--- src/rtl/exu_pkg.sv ---
// Shared constants and types for the exception entry unit.
// Assumes a 32-bit address space and the fixed boot and debug vectors below.
package exu_pkg;

    localparam int XLEN = 32;

    typedef enum logic [2:0] {
        CLS_GENERAL = 3'd0,
        CLS_NMI     = 3'd1,
        CLS_SOFTRST = 3'd2,
        CLS_DEBUG   = 3'd3,
        CLS_STEP    = 3'd4
    } exc_class_e;

    localparam logic [XLEN-1:0] VEC_BOOT_GENERAL = 32'hBFC0_0200;
    localparam logic [XLEN-1:0] VEC_ERROR_ENTRY  = 32'hBFC0_0000;
    localparam logic [XLEN-1:0] VEC_DEBUG_ENTRY  = 32'hBFC0_0480;
    localparam logic [XLEN-1:0] BASE_LOW_MASK    = 32'h0000_03FF;

    localparam logic [XLEN-1:0] OFF_DEFAULT = 32'h180;
    localparam logic [XLEN-1:0] OFF_IRQ     = 32'h200;
    localparam logic [XLEN-1:0] OFF_REFILL  = 32'h000;

    localparam logic [4:0] CODE_IRQ       = 5'd0;
    localparam logic [4:0] CODE_TLB_LOAD  = 5'd2;
    localparam logic [4:0] CODE_TLB_STORE = 5'd3;

    // One registered entry result.
    typedef struct packed {
        logic [XLEN-1:0] new_pc;
        logic [XLEN-1:0] resume_pc;
        logic            epc_we;
        logic            errorepc_we;
        logic            depc_we;
        logic            cause_we;
        logic [4:0]      exc_code;
        logic            bd_we;
        logic            bd_val;
        logic            set_exl;
        logic            set_erl;
        logic            set_bev;
        logic            set_nmi;
        logic            enter_debug;
        logic            dslot_clr;
        logic            done;
    } entry_t;

endpackage

--- src/rtl/exu_irq_prio.sv ---
// Priority encoder over masked interrupt lines.
// Returns the highest armed line index; line 0 never wins, so an idle
// or line-0-only pattern yields vector 0.
module exu_irq_prio #(
    parameter int LINES = 8,
    localparam int VEC_W = $clog2(LINES)
) (
    input  logic [LINES-1:0] pending,
    input  logic [LINES-1:0] mask,
    output logic [VEC_W-1:0] vec
);

    logic [LINES-1:0] armed;

    // Gate each pending line with its mask bit.
    for (genvar g = 0; g < LINES; g++) begin : g_arm
        assign armed[g] = pending[g] & mask[g];
    end

    // Scan upward so the highest armed line is the last one kept.
    always_comb begin
        vec = '0;
        for (int i = 0; i < LINES; i++) begin
            if (armed[i]) begin
                vec = (i == 0) ? '0 : VEC_W'(i);
            end
        end
    end

endmodule

--- src/rtl/exu_vector_calc.sv ---
// Handler address for general exceptions: base selection plus offset
// from code, refill flag, exception level and interrupt mode.
// Assumes the vector index is already prioritised by the caller.
module exu_vector_calc #(
    parameter int LINES     = 8,
    parameter int SPACING_W = 6,
    localparam int VEC_W    = $clog2(LINES),
    localparam int STEP_W   = SPACING_W + 5
) (
    input  logic [4:0]              code,
    input  logic                    exl,
    input  logic                    bev,
    input  logic                    iv,
    input  logic                    vint_en,
    input  logic                    refill,
    input  logic [SPACING_W-1:0]    spacing,
    input  logic [VEC_W-1:0]        vec,
    input  logic [exu_pkg::XLEN-1:0] ebase,
    output logic [exu_pkg::XLEN-1:0] target
);
    import exu_pkg::*;

    logic [XLEN-1:0]   base;
    logic [XLEN-1:0]   offset;
    logic [STEP_W-1:0] step;

    // Spacing field counts 32-byte units.
    assign step = {spacing, 5'b0_0000};

    // Base: boot location or programmed base aligned to 1 KiB.
    assign base = bev ? VEC_BOOT_GENERAL : (ebase & ~BASE_LOW_MASK);

    // Offset selection by code and mode.
    always_comb begin
        offset = OFF_DEFAULT;
        if (code == CODE_IRQ) begin
            if (vint_en) begin
                offset = OFF_IRQ + (XLEN'(vec) * XLEN'(step));
            end else if (iv) begin
                offset = OFF_IRQ;
            end
        end else if ((code == CODE_TLB_LOAD || code == CODE_TLB_STORE)
                     && refill && !exl) begin
            offset = OFF_REFILL;
        end
    end

    // Final handler address.
    assign target = base + offset;

endmodule

--- src/rtl/exu_resume_calc.sv ---
// Return-address correction: back up one instruction when the fault is
// in a delay slot, unless the caller asks for the raw PC.
module exu_resume_calc #(
    parameter int INSN_BYTES = 4
) (
    input  logic [exu_pkg::XLEN-1:0] pc,
    input  logic                     dslot,
    input  logic                     raw,
    output logic [exu_pkg::XLEN-1:0] resume
);
    import exu_pkg::*;

    // Select the branch address or the faulting PC.
    assign resume = (dslot && !raw) ? (pc - XLEN'(INSN_BYTES)) : pc;

endmodule

--- src/rtl/exu_entry.sv ---
// Exception entry unit top. Accepts one request per cycle and registers
// the handler address and all control-register write strobes, which are
// valid for one cycle with done. Assumes req_class is one of 0..4.
module exu_entry #(
    parameter int IRQ_LINES  = 8,
    parameter int SPACING_W  = 6,
    parameter int INSN_BYTES = 4
) (
    input  logic                 clk,
    input  logic                 rst_n,
    input  logic                 req_valid,
    input  logic [2:0]           req_class,
    input  logic [4:0]           req_code,
    input  logic [31:0]          req_pc,
    input  logic                 req_dslot,
    input  logic                 req_refill,
    input  logic                 st_exl,
    input  logic                 st_bev,
    input  logic                 st_iv,
    input  logic                 st_vint,
    input  logic [SPACING_W-1:0] st_spacing,
    input  logic [IRQ_LINES-1:0] irq_pending,
    input  logic [IRQ_LINES-1:0] irq_mask,
    input  logic [31:0]          ebase,
    output logic                 done,
    output logic [31:0]          new_pc,
    output logic [31:0]          resume_pc,
    output logic                 epc_we,
    output logic                 errorepc_we,
    output logic                 depc_we,
    output logic                 cause_we,
    output logic [4:0]           exc_code,
    output logic                 bd_we,
    output logic                 bd_val,
    output logic                 set_exl,
    output logic                 set_erl,
    output logic                 set_bev,
    output logic                 set_nmi,
    output logic                 enter_debug,
    output logic                 dslot_clr
);
    import exu_pkg::*;

    localparam int VEC_W = $clog2(IRQ_LINES);

    exc_class_e      cls;
    logic [VEC_W-1:0] irq_vec;
    logic [XLEN-1:0]  gen_target;
    logic [XLEN-1:0]  resume_val;
    entry_t           nx;
    entry_t           q;

    assign cls = exc_class_e'(req_class);

    exu_irq_prio #(
        .LINES (IRQ_LINES)
    ) u_prio (
        .pending (irq_pending),
        .mask    (irq_mask),
        .vec     (irq_vec)
    );

    exu_vector_calc #(
        .LINES     (IRQ_LINES),
        .SPACING_W (SPACING_W)
    ) u_vec (
        .code    (req_code),
        .exl     (st_exl),
        .bev     (st_bev),
        .iv      (st_iv),
        .vint_en (st_vint),
        .refill  (req_refill),
        .spacing (st_spacing),
        .vec     (irq_vec),
        .ebase   (ebase),
        .target  (gen_target)
    );

    exu_resume_calc #(
        .INSN_BYTES (INSN_BYTES)
    ) u_resume (
        .pc     (req_pc),
        .dslot  (req_dslot),
        .raw    (cls == CLS_STEP),
        .resume (resume_val)
    );

    // Build the entry record for the current request by class.
    always_comb begin
        nx           = '0;
        nx.done      = 1'b1;
        nx.dslot_clr = 1'b1;
        nx.resume_pc = resume_val;
        unique case (cls)
            CLS_NMI, CLS_SOFTRST: begin
                nx.new_pc      = VEC_ERROR_ENTRY;
                nx.errorepc_we = 1'b1;
                nx.set_erl     = 1'b1;
                nx.set_bev     = 1'b1;
                nx.set_nmi     = (cls == CLS_NMI);
                nx.bd_we       = !st_exl;
            end
            CLS_DEBUG, CLS_STEP: begin
                nx.new_pc      = VEC_DEBUG_ENTRY;
                nx.depc_we     = 1'b1;
                nx.enter_debug = 1'b1;
                nx.bd_we       = !st_exl;
            end
            default: begin
                nx.new_pc   = gen_target;
                nx.cause_we = 1'b1;
                nx.exc_code = req_code;
                if (!st_exl) begin
                    nx.epc_we  = 1'b1;
                    nx.bd_we   = 1'b1;
                    nx.bd_val  = req_dslot;
                    nx.set_exl = 1'b1;
                end
            end
        endcase
    end

    // Register the record; idle cycles and reset clear every strobe.
    always_ff @(posedge clk) begin
        if (!rst_n) begin
            q <= '0;
        end else if (req_valid) begin
            q <= nx;
        end else begin
            q <= '0;
        end
    end

    assign done        = q.done;
    assign new_pc      = q.new_pc;
    assign resume_pc   = q.resume_pc;
    assign epc_we      = q.epc_we;
    assign errorepc_we = q.errorepc_we;
    assign depc_we     = q.depc_we;
    assign cause_we    = q.cause_we;
    assign exc_code    = q.exc_code;
    assign bd_we       = q.bd_we;
    assign bd_val      = q.bd_val;
    assign set_exl     = q.set_exl;
    assign set_erl     = q.set_erl;
    assign set_bev     = q.set_bev;
    assign set_nmi     = q.set_nmi;
    assign enter_debug = q.enter_debug;
    assign dslot_clr   = q.dslot_clr;

endmodule

--- config.mk ---
export PLATFORM = sky130hd
export DESIGN_NAME = exu_entry
export DESIGN_NICKNAME = d
export VERILOG_FILES = /design/src/rtl/exu_pkg.sv /design/src/rtl/exu_irq_prio.sv /design/src/rtl/exu_vector_calc.sv /design/src/rtl/exu_resume_calc.sv /design/src/rtl/exu_entry.sv
export SDC_FILE = /design/constraint.sdc
export NUM_CORES = 1
export LEC_CHECK = 0
export ABC_AREA = 1
export BUFFER_PORTS_ARGS = -buffer_cell sky130_fd_sc_hd__clkbuf_2
export CAP_MARGIN = 20
export CORE_MARGIN = 10
export CORE_UTILIZATION = 50
export DETAILED_ROUTE_END_ITERATION = 8
export GPL_TIMING_DRIVEN = 1
export MAX_ROUTING_LAYER = met4
export PLACE_DENSITY = 0.9
export RECOVER_POWER = 100
export SYNTH_ARGS = -nofsm -noshare
export SYNTH_HDL_FRONTEND = slang
export SYNTH_SLANG_ARGS = --single-unit
--- constraint.sdc ---
create_clock -name clk -period 10.46 [get_ports clk]
set_input_delay 1.569 -clock clk [delete_from_list [all_inputs] [get_ports clk]]
set_output_delay 1.569 -clock clk [all_outputs]
set_load 0.05 [all_outputs]
* Word level (Yosys, flattened, before mapping)
Index checks and enable logic that the tools add are counted.
** Word-level totals
- Register bits after elaboration :: 81
- Bits in latches :: 0
- RAM bits :: 0
- Memory bits (read-only) :: 0
- Bits of input ports :: 103
- Output and inout bits :: 82
- Logic and storage cells :: 70
- Memories kept :: 0
** Cells by class
- Add/subtract/negate cells :: 3
- Multiply operators :: 1
- Divide/modulo/power cells :: 0
- $lt $le $gt $ge :: 0
- Equal/unequal tests :: 6
- Shifts and indexed selects :: 0
- Mux-type cells :: 22
- Bitwise logic cells :: 9
- Reduce and logical (&&, ||, !) cells :: 14
** Operators by type and width (number)
- 2-to-1 mux 32 bit :: 4
- case mux 32 bit (2 select lines) :: 1
- adder 32 bit :: 1
- subtractor 32 x 3 -> 32 bit (second input constant) :: 1
- 2-to-1 mux 3 bit :: 6
- adder 10 x 14 -> 15 bit (first input constant) :: 1
- == test 5 x 2 -> 1 bit (second input constant) :: 2
- 2-to-1 mux 10 bit :: 1
- multiplier 3 x 6 -> 9 bit :: 1
- 2-to-1 mux 9 bit :: 1
- AND 1 bit :: 7
- OR reduction 7 bit :: 1
- == test 3 x 2 -> 1 bit (second input constant) :: 2
- 2-to-1 mux 2 bit :: 3
- 2-to-1 mux 6 bit :: 1
- OR reduction 6 bit :: 1
- logical NOT 5 bit :: 1
- 2-to-1 mux 1 bit :: 5
- OR reduction 2 bit :: 2
- OR reduction 4 bit :: 1
- == test 3 x 1 -> 1 bit (second input constant) :: 1
- == test 3 bit (second input constant) :: 1
- logical AND 1 bit :: 3
- AND reduction 3 bit :: 1
- other kinds (4) :: 6

* Logic depth before layout (Yosys ltp)
- Depth in word-level cells :: 14
- Gate-level depth with buffers :: 34
- Depth with buffers taken out :: 34

* Modules after synthesis
Synthesis repeated with hierarchy kept, for this count alone.
** Second synthesis, totals
- Cells, all modules :: 785
- Area total of the unflattened synthesis :: 5180.0 um^2
** Modules (own cells, without submodules)
- exu_entry :: times used 1, cells an instance 271, area an instance 2428.6 um^2, seq. area each 1541.5 um^2
- exu_vector_calc :: times used 1, cells an instance 294, area an instance 1635.3 um^2, seq. area each 0.0 um^2
- exu_resume_calc :: times used 1, cells an instance 198, area an instance 1031.0 um^2, seq. area each 0.0 um^2
- exu_irq_prio :: times used 1, cells an instance 22, area an instance 85.1 um^2, seq. area each 0.0 um^2

* Least setup slack after synthesis
No wires, ideal clock.
- Path type :: input-to-reg
- From :: input port irq_pending[2]
- To :: register q (netlist bit new_pc[26])
- Arrival :: 4960 ps
- Data required time :: 10350 ps
- Setup slack :: 5390 ps
- Stages on the path :: 30
- Path buffers :: 0
- Cell sequence :: nand2_1 > nand3_1 > nand2_1 > nand2_1 > nand2_1 > nand2_1 > nand2_1 > inv_1 > nor2_1 > fa_1 > ha_1 > fa_1 > xor2_1 > ha_1 > inv_1 > nor2_1 > nand3_1 > nand2_1 > nor2_1 > ha_1 > nand2_1 > inv_1 > nand2_1 > nand2_1 > nand2_1 > nand3_1 > nand3_1 > nand3_1 > nand2_1 > inv_1
** Between the ends
- Longest elaborated chain between the ends :: 13
** Ends and longest elaborated chain
- from (decl) :: line exu_entry.sv:22 : input logic [IRQ_LINES-1:0] irq_pending,
- AND 1 bit :: line exu_irq_prio.sv:17 : assign armed[g] = pending[g] & mask[g];
- 2-to-1 mux 2 bit (2 in a row) :: line exu_irq_prio.sv:24 : if (armed[i]) begin
- 2-to-1 mux 3 bit (4 in a row) :: line exu_irq_prio.sv:24
- multiplier 3 x 6 -> 9 bit :: line exu_vector_calc.sv:38 : offset = OFF_IRQ + (XLEN'(vec) * XLEN'(step));
- adder 10 x 14 -> 15 bit :: line exu_vector_calc.sv:38
- 2-to-1 mux 32 bit :: line exu_vector_calc.sv:37 : if (vint_en) begin
- 2-to-1 mux 32 bit :: line exu_vector_calc.sv:36 : if (code == CODE_IRQ) begin
- adder 32 bit :: line exu_vector_calc.sv:49 : assign target = base + offset;
- case mux 32 bit (2 select lines) :: line exu_entry.sv:94 : unique case (cls)
- to (signal assigned) :: line exu_entry.sv:128 : q <= nx;
- to (decl) :: line exu_entry.sv:51 : entry_t q;
Every way passes these cells.
A chain may end at the register's enable or synchronous reset.

* Worst setup path after layout
Same ends and word-level chain as after synthesis.

==> metrics <==
outcome=complete, no violations; #FFs+latches synth=just over 70; yosys warns=0; pwr/cell area=123.1 nW/um2; GP Congestion=0.9612; met1 Usage GRT=0.2373; min cycle time layout=5.481 ns; post-CTS setup buffer count=0; GRT Max-Usage Layer=met2; ys flop type=dfxtp_1; RSZ-0062 raised after global routing=false; Crit path arrival time=5.72 ns; FILL cells=893; # clock sinks=72; crit end category=flip-flop; Die Ht=between 100 and 150 um; CTS max path bufs=2; Post-synth top cells=nand2_1 (190), nor2_1 (141), inv_1 (117); clock slew at reported path FFs=0.08 ns; setup_tns=0 ns; max_cap viols=0; crit path launch type=input port; I/O pin total=185; Final Cycle Share=0.5240; relative max-transition margin=0.06969; Async S/R FF share, synth=0; Via density=4.945; ANT nets after route=0; pre-CTS setup slack=about 4.7 ns; Least-Margin Pin Slew=around 1.4 ns; total number of vias=5044; CTS tree=yes; Gate Count Post-Synth=739; first-pass GRT wire length=between 20 and 25 mm; setup ws final=4.979 ns; met2 global-route usage=0.3529; Starting Density=0.5096; FF+latch area=1441 um2; Syn Area/Cell=around 6.3 um2; layout cell share with drive strength beyond 1=0.1496; Resized cells post-CTS=0; Final HPWL DP=11.42 mm; CP max stage delay=0.43 ns; ANT cells=0; Multi-input gate area=2646 um2; post-route DRC violation count=0; CTS Root Cell=clkbuf_8; post-synthesis cell area=4664 um2; die width=116.6 um; Pins Over Slew Limit=0; Worst Setup SP=irq_pending[2]; Yosys cell types=36; Most common cell on crit path=nand2_1; slowest CP cell=fa_1; leakage=roughly 0.003 uW; Pre-Repair DR Iteration Count=5; GRT overflow=0; Setup crit end=new_pc[26]; Synth area leaders=dfxtp_1 (31%), nand2_1 (15%), nor2_1 (11%), inv_1 (9.4%), nand3_1 (6.7%); # hold bufs at CTS=0; Nets=1029; GRT Util Overall=0.2092; top-count cell post-synth=nand2_1; highest clock rate=0.1825 GHz; die footprint=about 14000 um2; std cell rows=35; Area growth, synth to finish=20.41%; Routed wire per std cell=13.71 um; Crit Path Max Fanout=5; CP Data Required Time=10.70 ns; Num CTS Buffers=9; vias in the first global route=~5000; Hold Path Class=input port to flip-flop; largest net degree at the start of global routing=32; Hold Fails Final Rpt=0; Yosys top cell area share=0.3090; Max H-tree Level=3; Seq/Total Area, Yosys=0.3090; Worst Path Class, Setup=input port to flip-flop; worst vdd ir=0.06385 mV; antenna violations before repair=0; met3 usage=0.03749; largest area contributor in the netlist=dfxtp_1; setup violators final=0; Post-synth EDFFs=0; initial drt markers=about 300; IO buf count=~170; final wirelength=about 14 mm; Core Region=9153 um2
final cells by class:
| cell class | count | area share |
|---|---|---|
| multi-input combinational | 529 | 0.4712 |
| sequential | 72 | 0.2566 |
| timing repair buffer | 168 | 0.1323 |
| inverter | 124 | 0.08309 |
| tap | 111 | 0.02473 |
| clock buffer | 10 | 0.02450 |
| clock inverter | 6 | 0.007574 |
stage by stage:
stage | hold slack, ns | cell area [um2] | std cells | total power [uW] | utilization
floorplan | 1.641 | 4679 | 743 | 436.4 | -
global placement | 1.773 | 5539 | 1004 | 486.3 | 0.6052
detailed placement | 1.772 | 5539 | 1004 | 491.4 | 0.6052
CTS | 1.405 | 5719 | 1020 | 699.2 | 0.6249
global route | 1.412 | 5617 | 1020 | 732.5 | 0.6137
finish | 1.415 | 5617 | 1020 | 691.2 | 0.6137
how the worst min path moves through the flow:
| stage | start | to | slack, ns | cells after the start |
|---|---|---|---|---|
| detailed placement | req_pc[0] | resume_pc[0] | 1.77 | 3 |
| floorplan | st_exl | set_exl | 1.64 | 1 |
| global route | req_pc[1] | resume_pc[1] | 1.41 | 3 |
| finish | req_pc[0] | resume_pc[0] | 1.42 | 3 |
| global placement | req_pc[0] | resume_pc[0] | 1.77 | 3 |
| CTS | req_pc[0] | resume_pc[0] | 1.40 | 3 |
state kept, by name, summed over array words and instances (netlist names):
| register | count |
|---|---|
| set_nmi | 1 |
| exc_code | 5 |
| cause_we | 1 |
| dslot_clr | 1 |
| errorepc_we | 1 |
| enter_debug | 1 |
| set_exl | 1 |
| bd_we | 1 |
| bd_val | 1 |
| new_pc | 27 |
| resume_pc | 32 |
critical path, delay by kind of cell:
kind | cells | cell delay (ns)
buf+inv | 5 | 0.36
fa+ha+maj | 5 | 1.68
xor+xnor | 1 | 0.34
simple gates | 20 | 1.76
cell usage in the layout, fill, tap and decap left out, types with 9 or more instances in the layout:
cell        n
a21oi_1    27
inv_1     118
nor2_2     10
xor2_1     14
clkbuf_8   10
clkbuf_1   78
ha_1       16
clkbuf_2   90
nor2_1    141
nand2_1   191
o21ai_0    11
nand3_1    62
nand4_1     9
dfxtp_1    72
power breakdown:
group          internal (uW)  switching [uW]  leakage [uW]
clock network           93.0             114     0.0000887
logic                   56.1             140       0.00231
registers                285            3.19      0.000590
total                    434             257       0.00299
metal layers:
metal | wire [um] | part of all wire
met1 | 5862 | 0.42
met2 | 6724 | 0.48
met3 | 908 | 0.065
met4 | 494 | 0.035
met5 | 0 | 0
logic make-up (layout without fill, tap and decap cells):
logic type | count (synthesis) | after routing | synth area share
fa+ha+maj | 22 | 22 | 0.06867
simple gates | 442 | 442 | 0.4147
other cells | 1 | 5 | 0.0008039
xor+xnor | 18 | 18 | 0.03380
compound gates | 42 | 42 | 0.04667
flops | 72 | 72 | 0.3090
buf+inv | 142 | 308 | 0.1263
Power figures use the tool's default switching activity.
